[config.mk]
export PLATFORM = sky130hd
export DESIGN_NAME = dma_flyby_ctrl
export DESIGN_NICKNAME = d
export VERILOG_FILES = /design/src/rtl/dma_pkg.sv /design/src/rtl/dma_regs.sv /design/src/rtl/dma_xfer_engine.sv /design/src/rtl/dma_flyby_ctrl.sv
export SDC_FILE = /design/constraint.sdc
export NUM_CORES = 1
export LEC_CHECK = 0
export ABC_AREA = 1
export BUFFER_PORTS_ARGS = -buffer_cell sky130_fd_sc_hd__buf_2
export CORE_MARGIN = 5
export CORE_UTILIZATION = 48
export CTS_BUF_LIST = sky130_fd_sc_hd__clkbuf_4 sky130_fd_sc_hd__clkbuf_8 sky130_fd_sc_hd__clkbuf_16
export DETAILED_ROUTE_END_ITERATION = 16
export PLACE_DENSITY = 0.77
export SETUP_SLACK_MARGIN = 0.15
export SLEW_MARGIN = 20
export SYNTH_ARGS = -nofsm -noshare
export SYNTH_HDL_FRONTEND = slang
export SYNTH_SLANG_ARGS = --single-unit
[constraint.sdc]
create_clock -name clk -period 1.7 [get_ports clk]
set_input_delay 0.51 -clock clk [delete_from_list [all_inputs] [get_ports clk]]
set_output_delay 0.51 -clock clk [all_outputs]
set_load 0.01 [all_outputs]
[src/rtl/dma_pkg.sv]
package dma_pkg;
    localparam int unsigned REG_W = 32;

    typedef enum logic [1:0] {
        S_IDLE = 2'd0,
        S_ARB  = 2'd1,
        S_MOVE = 2'd2,
        S_GAP  = 2'd3
    } eng_state_t;

    typedef enum logic [1:0] {
        SEL_ADDR  = 2'd0,
        SEL_COUNT = 2'd1,
        SEL_CTRL  = 2'd2,
        SEL_STAT  = 2'd3
    } reg_sel_t;

    localparam int CTRL_GO_BIT    = 0;
    localparam int CTRL_BURST_BIT = 1;
    localparam int STAT_BUSY_BIT  = 0;
    localparam int STAT_IRQ_BIT   = 1;

    typedef struct packed {
        logic ld_addr;
        logic ld_count;
        logic go;
        logic burst;
    } cmd_t;

    function automatic logic sel_is(input logic [1:0] sel, input reg_sel_t which);
        return sel == 2'(which);
    endfunction
endpackage

[src/rtl/dma_regs.sv]
module dma_regs
    import dma_pkg::*;
#(
    parameter int ADDR_W = 32,
    parameter int CNT_W  = 16
) (
    input  logic              clk,
    input  logic              rst,
    input  logic              cfg_wr,
    input  logic [1:0]        cfg_sel,
    input  logic [REG_W-1:0]  cfg_wdata,
    output logic [REG_W-1:0]  cfg_rdata,
    input  logic              busy,
    input  logic              done,
    input  logic [ADDR_W-1:0] cur_addr,
    input  logic [CNT_W-1:0]  cur_count,
    output cmd_t              cmd,
    output logic              irq
);
    logic mode_q;
    logic wr_ok;
    logic irq_clr;

    assign wr_ok   = cfg_wr && !busy;
    assign irq_clr = cfg_wr && sel_is(cfg_sel, SEL_STAT) && cfg_wdata[STAT_IRQ_BIT];

    always_comb begin
        cmd.ld_addr  = wr_ok && sel_is(cfg_sel, SEL_ADDR);
        cmd.ld_count = wr_ok && sel_is(cfg_sel, SEL_COUNT);
        cmd.go       = wr_ok && sel_is(cfg_sel, SEL_CTRL) && cfg_wdata[CTRL_GO_BIT];
        cmd.burst    = cfg_wdata[CTRL_BURST_BIT];
    end

    always_ff @(posedge clk) begin
        if (rst) begin
            mode_q <= 1'b0;
            irq    <= 1'b0;
        end else begin
            if (wr_ok && sel_is(cfg_sel, SEL_CTRL))
                mode_q <= cfg_wdata[CTRL_BURST_BIT];
            if (done)
                irq <= 1'b1;
            else if (irq_clr)
                irq <= 1'b0;
        end
    end

    always_comb begin
        cfg_rdata = '0;
        unique case (cfg_sel)
            2'(SEL_ADDR):  cfg_rdata = REG_W'(cur_addr);
            2'(SEL_COUNT): cfg_rdata = REG_W'(cur_count);
            2'(SEL_CTRL):  cfg_rdata[CTRL_BURST_BIT] = mode_q;
            default: begin
                cfg_rdata[STAT_BUSY_BIT] = busy;
                cfg_rdata[STAT_IRQ_BIT]  = irq;
            end
        endcase
    end

    // a finished run always leaves the interrupt pending
    assert_irq_set_R9: assert property (@(posedge clk) disable iff (rst)
        done |=> irq);
    // the pending interrupt survives until an explicit clear
    assert_irq_hold_R9: assert property (@(posedge clk) disable iff (rst)
        (irq && !irq_clr) |=> irq);
endmodule

[src/rtl/dma_xfer_engine.sv]
module dma_xfer_engine
    import dma_pkg::*;
#(
    parameter int ADDR_W     = 32,
    parameter int CNT_W      = 16,
    parameter int WORD_BYTES = 4
) (
    input  logic              clk,
    input  logic              rst,
    input  cmd_t              cmd,
    input  logic [REG_W-1:0]  wdata,
    input  logic              bus_gnt,
    input  logic              dev_ack,
    output logic              bus_req,
    output logic              dev_req,
    output logic              mem_we,
    output logic [ADDR_W-1:0] mem_addr,
    output logic [ADDR_W-1:0] cur_addr,
    output logic [CNT_W-1:0]  cur_count,
    output logic              busy,
    output logic              done
);
    localparam logic [ADDR_W-1:0] STEP = ADDR_W'(WORD_BYTES);
    localparam logic [CNT_W-1:0]  ONE  = CNT_W'(1);

    eng_state_t        state, nxt;
    logic [ADDR_W-1:0] addr_q;
    logic [CNT_W-1:0]  cnt_q;
    logic              burst_q;
    logic              last_word;
    logic              word_done;

    assign last_word = (cnt_q == ONE);
    assign word_done = (state == S_MOVE) && dev_ack;

    always_comb begin
        nxt  = state;
        done = 1'b0;
        unique case (state)
            S_IDLE: if (cmd.go) begin
                if (cnt_q == '0) done = 1'b1;
                else             nxt  = S_ARB;
            end
            S_ARB:  if (bus_gnt) nxt = S_MOVE;
            S_MOVE: if (dev_ack) begin
                if (last_word) begin
                    done = 1'b1;
                    nxt  = S_IDLE;
                end else if (!burst_q) begin
                    nxt = S_GAP;
                end
            end
            default: nxt = S_ARB;
        endcase
    end

    always_ff @(posedge clk) begin
        if (rst) begin
            state   <= S_IDLE;
            addr_q  <= '0;
            cnt_q   <= '0;
            burst_q <= 1'b0;
        end else begin
            state <= nxt;
            if (state == S_IDLE) begin
                if (cmd.ld_addr)  addr_q  <= wdata[ADDR_W-1:0];
                if (cmd.ld_count) cnt_q   <= wdata[CNT_W-1:0];
                if (cmd.go)       burst_q <= cmd.burst;
            end
            if (word_done) begin
                addr_q <= addr_q + STEP;
                cnt_q  <= cnt_q - ONE;
            end
        end
    end

    assign bus_req   = (state == S_ARB) || (state == S_MOVE);
    assign dev_req   = (state == S_MOVE);
    assign mem_we    = (state == S_MOVE);
    assign mem_addr  = addr_q;
    assign cur_addr  = addr_q;
    assign cur_count = cnt_q;
    assign busy      = (state != S_IDLE);

    // no fly-by word while the bus is not ours
    assert_grant_R3: assert property (@(posedge clk) disable iff (rst)
        dev_req |-> bus_gnt);
    // a pending word keeps its address until acknowledged
    assert_hold_R4: assert property (@(posedge clk) disable iff (rst)
        (dev_req && !dev_ack) |=> (dev_req && $stable(mem_addr)));
    // one word step per acknowledge
    assert_step_R5: assert property (@(posedge clk) disable iff (rst)
        word_done |=> (cur_addr == $past(cur_addr) + STEP && cur_count == $past(cur_count) - ONE));
    // finishing releases the bus
    assert_release_R6: assert property (@(posedge clk) disable iff (rst)
        (word_done && last_word) |=> (!bus_req && !busy));
    // single-word policy gives the bus back after each word
    assert_steal_R7: assert property (@(posedge clk) disable iff (rst)
        (word_done && !burst_q) |=> !bus_req);
    // block policy keeps the bus between words
    assert_burst_R8: assert property (@(posedge clk) disable iff (rst)
        (word_done && burst_q && !last_word) |=> (bus_req && dev_req));
endmodule

[src/rtl/dma_flyby_ctrl.sv]
module dma_flyby_ctrl
    import dma_pkg::*;
#(
    parameter int ADDR_W     = 32,
    parameter int CNT_W      = 16,
    parameter int WORD_BYTES = 4
) (
    input  logic              clk,
    input  logic              rst,
    input  logic              cfg_wr,
    input  logic [1:0]        cfg_sel,
    input  logic [31:0]       cfg_wdata,
    output logic [31:0]       cfg_rdata,
    output logic              irq,
    output logic              bus_req,
    input  logic              bus_gnt,
    output logic              dev_req,
    input  logic              dev_ack,
    output logic              mem_we,
    output logic [ADDR_W-1:0] mem_addr
);
    cmd_t              cmd;
    logic              busy;
    logic              done;
    logic [ADDR_W-1:0] cur_addr;
    logic [CNT_W-1:0]  cur_count;

    dma_regs #(.ADDR_W(ADDR_W), .CNT_W(CNT_W)) u_regs (
        .clk       (clk),
        .rst       (rst),
        .cfg_wr    (cfg_wr),
        .cfg_sel   (cfg_sel),
        .cfg_wdata (cfg_wdata),
        .cfg_rdata (cfg_rdata),
        .busy      (busy),
        .done      (done),
        .cur_addr  (cur_addr),
        .cur_count (cur_count),
        .cmd       (cmd),
        .irq       (irq)
    );

    dma_xfer_engine #(.ADDR_W(ADDR_W), .CNT_W(CNT_W), .WORD_BYTES(WORD_BYTES)) u_eng (
        .clk       (clk),
        .rst       (rst),
        .cmd       (cmd),
        .wdata     (cfg_wdata),
        .bus_gnt   (bus_gnt),
        .dev_ack   (dev_ack),
        .bus_req   (bus_req),
        .dev_req   (dev_req),
        .mem_we    (mem_we),
        .mem_addr  (mem_addr),
        .cur_addr  (cur_addr),
        .cur_count (cur_count),
        .busy      (busy),
        .done      (done)
    );
endmodule

==> results of run 1 <==
cell usage after synthesis:
library cell | n | area share
nor2_8 | 2 | 0.010
nor2_1 | 92 | 0.089
clkinv_1 | 1 | 0.00096
buf_1 | 3 | 0.0029
ha_1 | 6 | 0.019
nand4_1 | 4 | 0.0064
buf_4 | 5 | 0.0096
nand3_1 | 51 | 0.065
o21a_1 | 2 | 0.0038
nand2_1 | 195 | 0.19
inv_2 | 3 | 0.0029
o21ai_1 | 7 | 0.0090
xor2_1 | 6 | 0.013
o22ai_1 | 12 | 0.019
nand2_4 | 3 | 0.0087
nor2_2 | 10 | 0.016
inv_1 | 75 | 0.072
o2111ai_1 | 1 | 0.0022
a21oi_1 | 39 | 0.050
clkbuf_1 | 9 | 0.0087
o21ai_2 | 1 | 0.0022
nand3_2 | 2 | 0.0051
o21ai_0 | 44 | 0.056
nand2_2 | 4 | 0.0064
buf_2 | 2 | 0.0026
a21oi_2 | 2 | 0.0045
a21boi_0 | 1 | 0.0019
o221ai_1 | 1 | 0.0022
dfxtp_1 | 53 | 0.27
clkinv_2 | 2 | 0.0026
buf_6 | 3 | 0.0087
nor3_1 | 2 | 0.0026
nor2_4 | 3 | 0.0087
o211ai_1 | 3 | 0.0058
a31oi_1 | 13 | 0.021
what timing repair did:
item | CTS | global route
gates cloned | 1 | 4
pin swaps | 4 | 54
gates resized for setup | 47 | 185
setup buffers | 8 | 24
endpoints found under the setup margin | 85 | 77
registers in the layout (all words and copies together), names as in the netlist:
| register | flops |
|---|---|
| u_eng.cur_addr | 32 |
| u_eng.cur_count | 16 |
| u_eng.state | 2 |
| u_eng.burst_q | 1 |
| u_regs.irq | 1 |
| u_regs.mode_q | 1 |
final cells by class:
| cell class | instances | area [um^2] | area share |
|---|---|---|---|
| tap | 102 | 128 | 0.0208 |
| inverter | 81 | 335 | 0.0546 |
| sequential | 53 | 1080 | 0.176 |
| multi-input combinational | 506 | 3050 | 0.498 |
| clock buffer | 7 | 96.3 | 0.0157 |
| timing repair buffer | 177 | 1440 | 0.235 |
| clock inverter | 1 | 5.00 | 0.000816 |
through the flow:
stage | std cells | power (uW)
2_1_floorplan | 662 | 3380
3_3_place_gp | 882 | 4180
3_5_place_dp | 882 | 4260
4_1_cts | 899 | 5380
5_1_grt | 927 | 7030
6_report | 927 | 6700
final timing paths:
check	from	endpoint	slack [ns]	depth (start not counted)
worst max-delay path	cfg_sel[0]	cfg_rdata[26]	-0.16	6
worst min-delay path	cfg_wdata[18]	u_eng.cur_addr[18]$_SDFFE_PP0P_	0.44	3
worst min register to register	u_eng.cur_count[1]$_SDFFE_PP0P_	u_eng.cur_count[1]$_SDFFE_PP0P_	0.48	2
worst max register to register	u_eng.state[1]$_SDFFE_PP0P_	u_eng.cur_addr[28]$_SDFFE_PP0P_	0	11
metal layers:
metal  wire length (um)  global-route usage
met1               6170               0.378
met2               8210               0.448
met3               2160              0.0341
met4               1100              0.0953
met5                  0                   0
layout by cell type, fill, tap and decap left out, types with 3 or more instances in the layout:
master     count
dfxtp_2       13
dfxtp_1       40
nand2_1      159
nand3_1       39
buf_12         7
buf_2         91
nand2_2       28
a31oi_1       12
o22ai_1        3
o21ai_0       23
o21ai_2       12
nand3_4        3
a21oi_2       10
nor2_1        61
nor2_4        23
inv_2          3
o21ai_1       17
nand2_4       13
o22ai_2        9
clkbuf_8       7
buf_4         33
inv_1         70
ha_4           4
nand3_2       11
xor2_1         6
nor2_2        21
nand4_1        4
inv_4          5
buf_6         39
clkbuf_16      4
o211ai_1       3
a21oi_1       30
power breakdown:
part / total, uW / internal [uW] / switching, uW
Sequential: 1700 / 1450 / 249
Clock: 850 / 371 / 480
Combinational: 4140 / 1790 / 2360
Total: 6700 / 3610 / 3090
cell families after synthesis:
| group | count (synthesis) | synth area share |
|---|---|---|
| AO/OA/AOI/OAI | 126 | 0.178 |
| XOR/XNOR | 6 | 0.0135 |
| adder cells (fa/ha/maj) | 6 | 0.0192 |
| buffers and inverters | 103 | 0.111 |
| flip-flops | 53 | 0.272 |
| AND/OR/NAND/NOR | 368 | 0.406 |
worst reg2reg max path, stage by stage, from the launching register on:
cell and delay, ns:
dfxtp_2 0.35, inv_2 0.08, ha_4 0.17, nand2_4 0.08, inv_4 0.07, nand2_4 0.06, nor2_4 0.31, clkbuf_16 0.25
nand2_2 0.06, o21ai_1 0.08, a21oi_1 0.06, nor2_1 0.08
==> flow_summary.yaml, run 1 <==
die:
  initial_core_util: 0.500
  coreArea_um2: 7810
  num_rows: 32
  die_height_um: 100
  dieArea_um2: 10000
  ios: 107
  die_w_um: 100
setup_path:
  slowest_stage: "buf_16"
  end_kind: "primary output"
  critical_path_class: "input pin to primary output"
  cp_num_buf_inv: 4
  cp.required_ns: 1.19
  worstPathMaxFanout: 8
  worstSetupStartpointType: "input pin"
  cp_cell_sequence: "buf_8 -> nor2_4 -> clkinv_4 -> buf_16 -> nor2_2 -> buf_2"
  arrival_ns: 1.35
  path_delay_family: "buffers and inverters"
  crit_path_max_incr_delay_ns: 0.20
final_layout:
  drive_gt1_frac: 0.427
  diodes: 0
  final_nets: 869
  finalInstanceArea_um2: 6140
  syn2layout_area_growth_pct: 57.3
  fin_util: 0.786
  fillers: 517
clock_tree:
  cts_buffers: 5
  root_buffer: "clkbuf_8"
  htree_levels: 2
  tritoncts: "done"
  cts.sinks: 53
  cts_buffer_depth: 2
  clk_pin_slew_ns: 0.10
  worstSkewPairLatency_ns: 0.33
  cts_hold_buf: 0
grt:
  track_usage: 0.276
  grt_pass1_wl_um: 22600
  first_global_vias: 4669
  grt_max_degree: 35
  gr-total-overflow: 0
  antenna_found_initial: 0
place:
  port_buffers: 106
  place_hpwl_um: 10300
  dpl-instance-area_um2: 4830
  finalWeightedCongestion: 0.948
  dp_slack_ns: -0.160
outcome:
  status: "finished with violations"
  violations: "setup timing"
yosys:
  syn_nets: 707
  syn_area_um2: 3900
  ys_seq_elements: 53
  ys_warn_count: 0
  ys_seq_area_frac: 0.272
  syn_inst: 662
  syn_avg_cell_area_um2: 5.89
  synthDistinctLibCells: 35
detailed_routing:
  drt_iter0_markers: 540
  wl_per_cell_um: 19.0
  route.detailed.drc: 0
  routed_wl_um: 17600
  antenna_left: 0
  vias: 5609
  vias_per_cell: 6.05
  firstDrtPassIters: 6
timing:
  worst_pin_slew_ns: 0.482
  maxSlewHeadroom: 0.679
  maxSlewViolCount: 0
  period_share: 1.10
  setup_slack_ns: -0.165
  fin_crit_ns: 1.86
  fmax_mhz: 536
  skew_ns: 0.0112
  rsz0062_at_grt: "yes"
  setup_violations: 34
  finalHoldViolCount: 0
  finalHoldWorstSlack_ns: 0.438
  fin_tns_setup_ns: -3.60
power:
  p_leak_uw: 0.00268
  powerDensity_nw_per_um2: 1090
  ir_drop_mv: 0.989
hold_path:
  hold_path_class: "input pin to flop"
run:
  max-cap-violations: 0
No activity file was read; power rests on OpenSTA's default activity.
==> inputs of run 2 (changes only) <==
Settings changed: CORE_MARGIN 5 to 2.
==> run 2 against run 1 <==
Net effect: the run still ends with setup timing left; first-iteration DRC count rose by 36%; global-route usage rose by 5.4 points; sequential share of layout area fell by 0.76 points; via count barely moved; non-clock buffer count fell by 1; combinational power rose by 6.3%; final cell count did not move; largest cell class unchanged; critical path depth did not move; die area fell by 12%.
==> flow_summary.yaml, run 2 (synthesized netlist as in run 1, its figures left out) <==
outcome:
  status: "finished with violations"
  violations: "setup timing"
place:
  dpl-instance-area_um2: 4880
  place_hpwl_um: 10200
  port_buffers: 106
  dp.cells: 887
  dp_slack_ns: -0.179
  finalWeightedCongestion: 0.951
clock_tree:
  cts.sinks: 53
  root_buffer: "clkbuf_8"
  tritoncts: "done"
  htree_levels: 2
  cts_buffer_depth: 2
  cts_hold_buf: 0
  cts_buffers: 5
  clk_pin_slew_ns: 0.09
  worstSkewPairLatency_ns: 0.32
setup_path:
  end_kind: "primary output"
  critical_path_class: "input pin to primary output"
  slowest_stage: "buf_16"
  cp_cell_sequence: "buf_8 -> nor2_4 -> clkinv_4 -> buf_16 -> nor2_2 -> buf_2"
  worstSetupStartpointType: "input pin"
  arrival_ns: 1.36
  cp.required_ns: 1.19
  crit_path_max_incr_delay_ns: 0.19
  worstPathMaxFanout: 7
final_layout:
  layout_common_cells: "nand2_1, buf_2, inv_1"
  largest_register_ffs: 32
  diodes: 0
  fin_cells: 927
  final_nets: 869
  final_common_cell: "nand2_1"
  syn2layout_area_growth_pct: 64.1
  finalInstanceArea_um2: 6400
  drive_gt1_frac: 0.467
  fin_util: 0.820
power:
  p_leak_uw: 0.00282
  p_total_uw: 6890
  ir_drop_mv: 1.07
  powerDensity_nw_per_um2: 1080
die:
  die_height_um: 94.1
  initial_core_util: 0.500
  coreArea_um2: 7810
  die_w_um: 94.1
  ios: 107
  dieArea_um2: 8860
  num_rows: 32
grt:
  first_global_vias: 4713
  track_usage: 0.330
  antenna_found_initial: 0
  grt_pass1_wl_um: 23100
  grt_max_degree: 29
  gr-total-overflow: 0
timing:
  fmax_mhz: 535
  setup_slack_ns: -0.169
  worst_pin_slew_ns: 0.326
  maxSlewViolCount: 0
  finalHoldViolCount: 0
  period_share: 1.10
  fin_crit_ns: 1.87
  setup_violations: 39
  rsz0062_at_grt: "yes"
  maxSlewHeadroom: 0.781
  skew_ns: 0.0140
detailed_routing:
  vias_per_cell: 6.05
  route.detailed.drc: 0
  vias: 5610
  routed_wl_um: 17900
  drt_iter0_markers: 734
  firstDrtPassIters: 6
  wl_per_cell_um: 19.3
  antenna_left: 0
hold_path:
  hold_path_class: "input pin to flop"
run:
  max-cap-violations: 0
## run 2: per-layer routing
metal  global-route usage  up-vias  share of wire
met3               0.0570      138           0.12
li1                     -     2468              -
met2                0.555      458           0.46
met1                0.428     2546           0.36
met5                    0        -              0
met4                0.103        0          0.056
## run 2: what timing repair did
item / CTS / global route
gates resized for setup: 101 / 199
pin swaps: 35 / 63
setup buffers: 10 / 15
endpoints found under the setup margin: 76 / 84
cloned: 4 / 3
## run 2: through the flow
stage / setup TNS (ns) / hold WS (ns)
final: -4.15 / 0.447
after global routing: -6.27 / 0.456
after CTS: -3.22 / 0.447
after detailed placement: -5.53 / 0.444
after global placement: -3.51 / 0.436
after floorplan: 0 / 0.424
## run 2: report_power, final
group          internal, uW  switching (uW)
logic                  1910            2480
registers              1450             260
clock network           326             459
total                  3690            3200
## run 2: layout make-up
class	count	area, um^2
Timing Repair inverter	1	16.3
Tap cell	102	128
Clock buffer	7	83.8
Multi-Input combinational cell	506	3210
Fill cell	487	1410
Inverter	81	339
Timing Repair Buffer	176	1540
Sequential cell	53	1070
Clock inverter	1	7.51
## run 2: final timing paths
| check | start | end | slack (ns) | cells past startpoint |
|---|---|---|---|---|
| max | cfg_sel[0] | cfg_rdata[23] | -0.17 | 6 |
| min | cfg_wdata[22] | u_eng.cur_addr[22]$_SDFFE_PP0P_ | 0.45 | 3 |
| max reg2reg | u_eng.cur_addr[14]$_SDFFE_PP0P_ | u_eng.cur_addr[26]$_SDFFE_PP0P_ | -0.07 | 9 |
| min reg2reg | u_eng.cur_count[1]$_SDFFE_PP0P_ | u_eng.cur_count[1]$_SDFFE_PP0P_ | 0.47 | 2 |
## run 2: worst max-delay path, delay by kind of cell
family	cells	cell delay (ns)
buffers and inverters	4	0.61
AND/OR/NAND/NOR	2	0.24
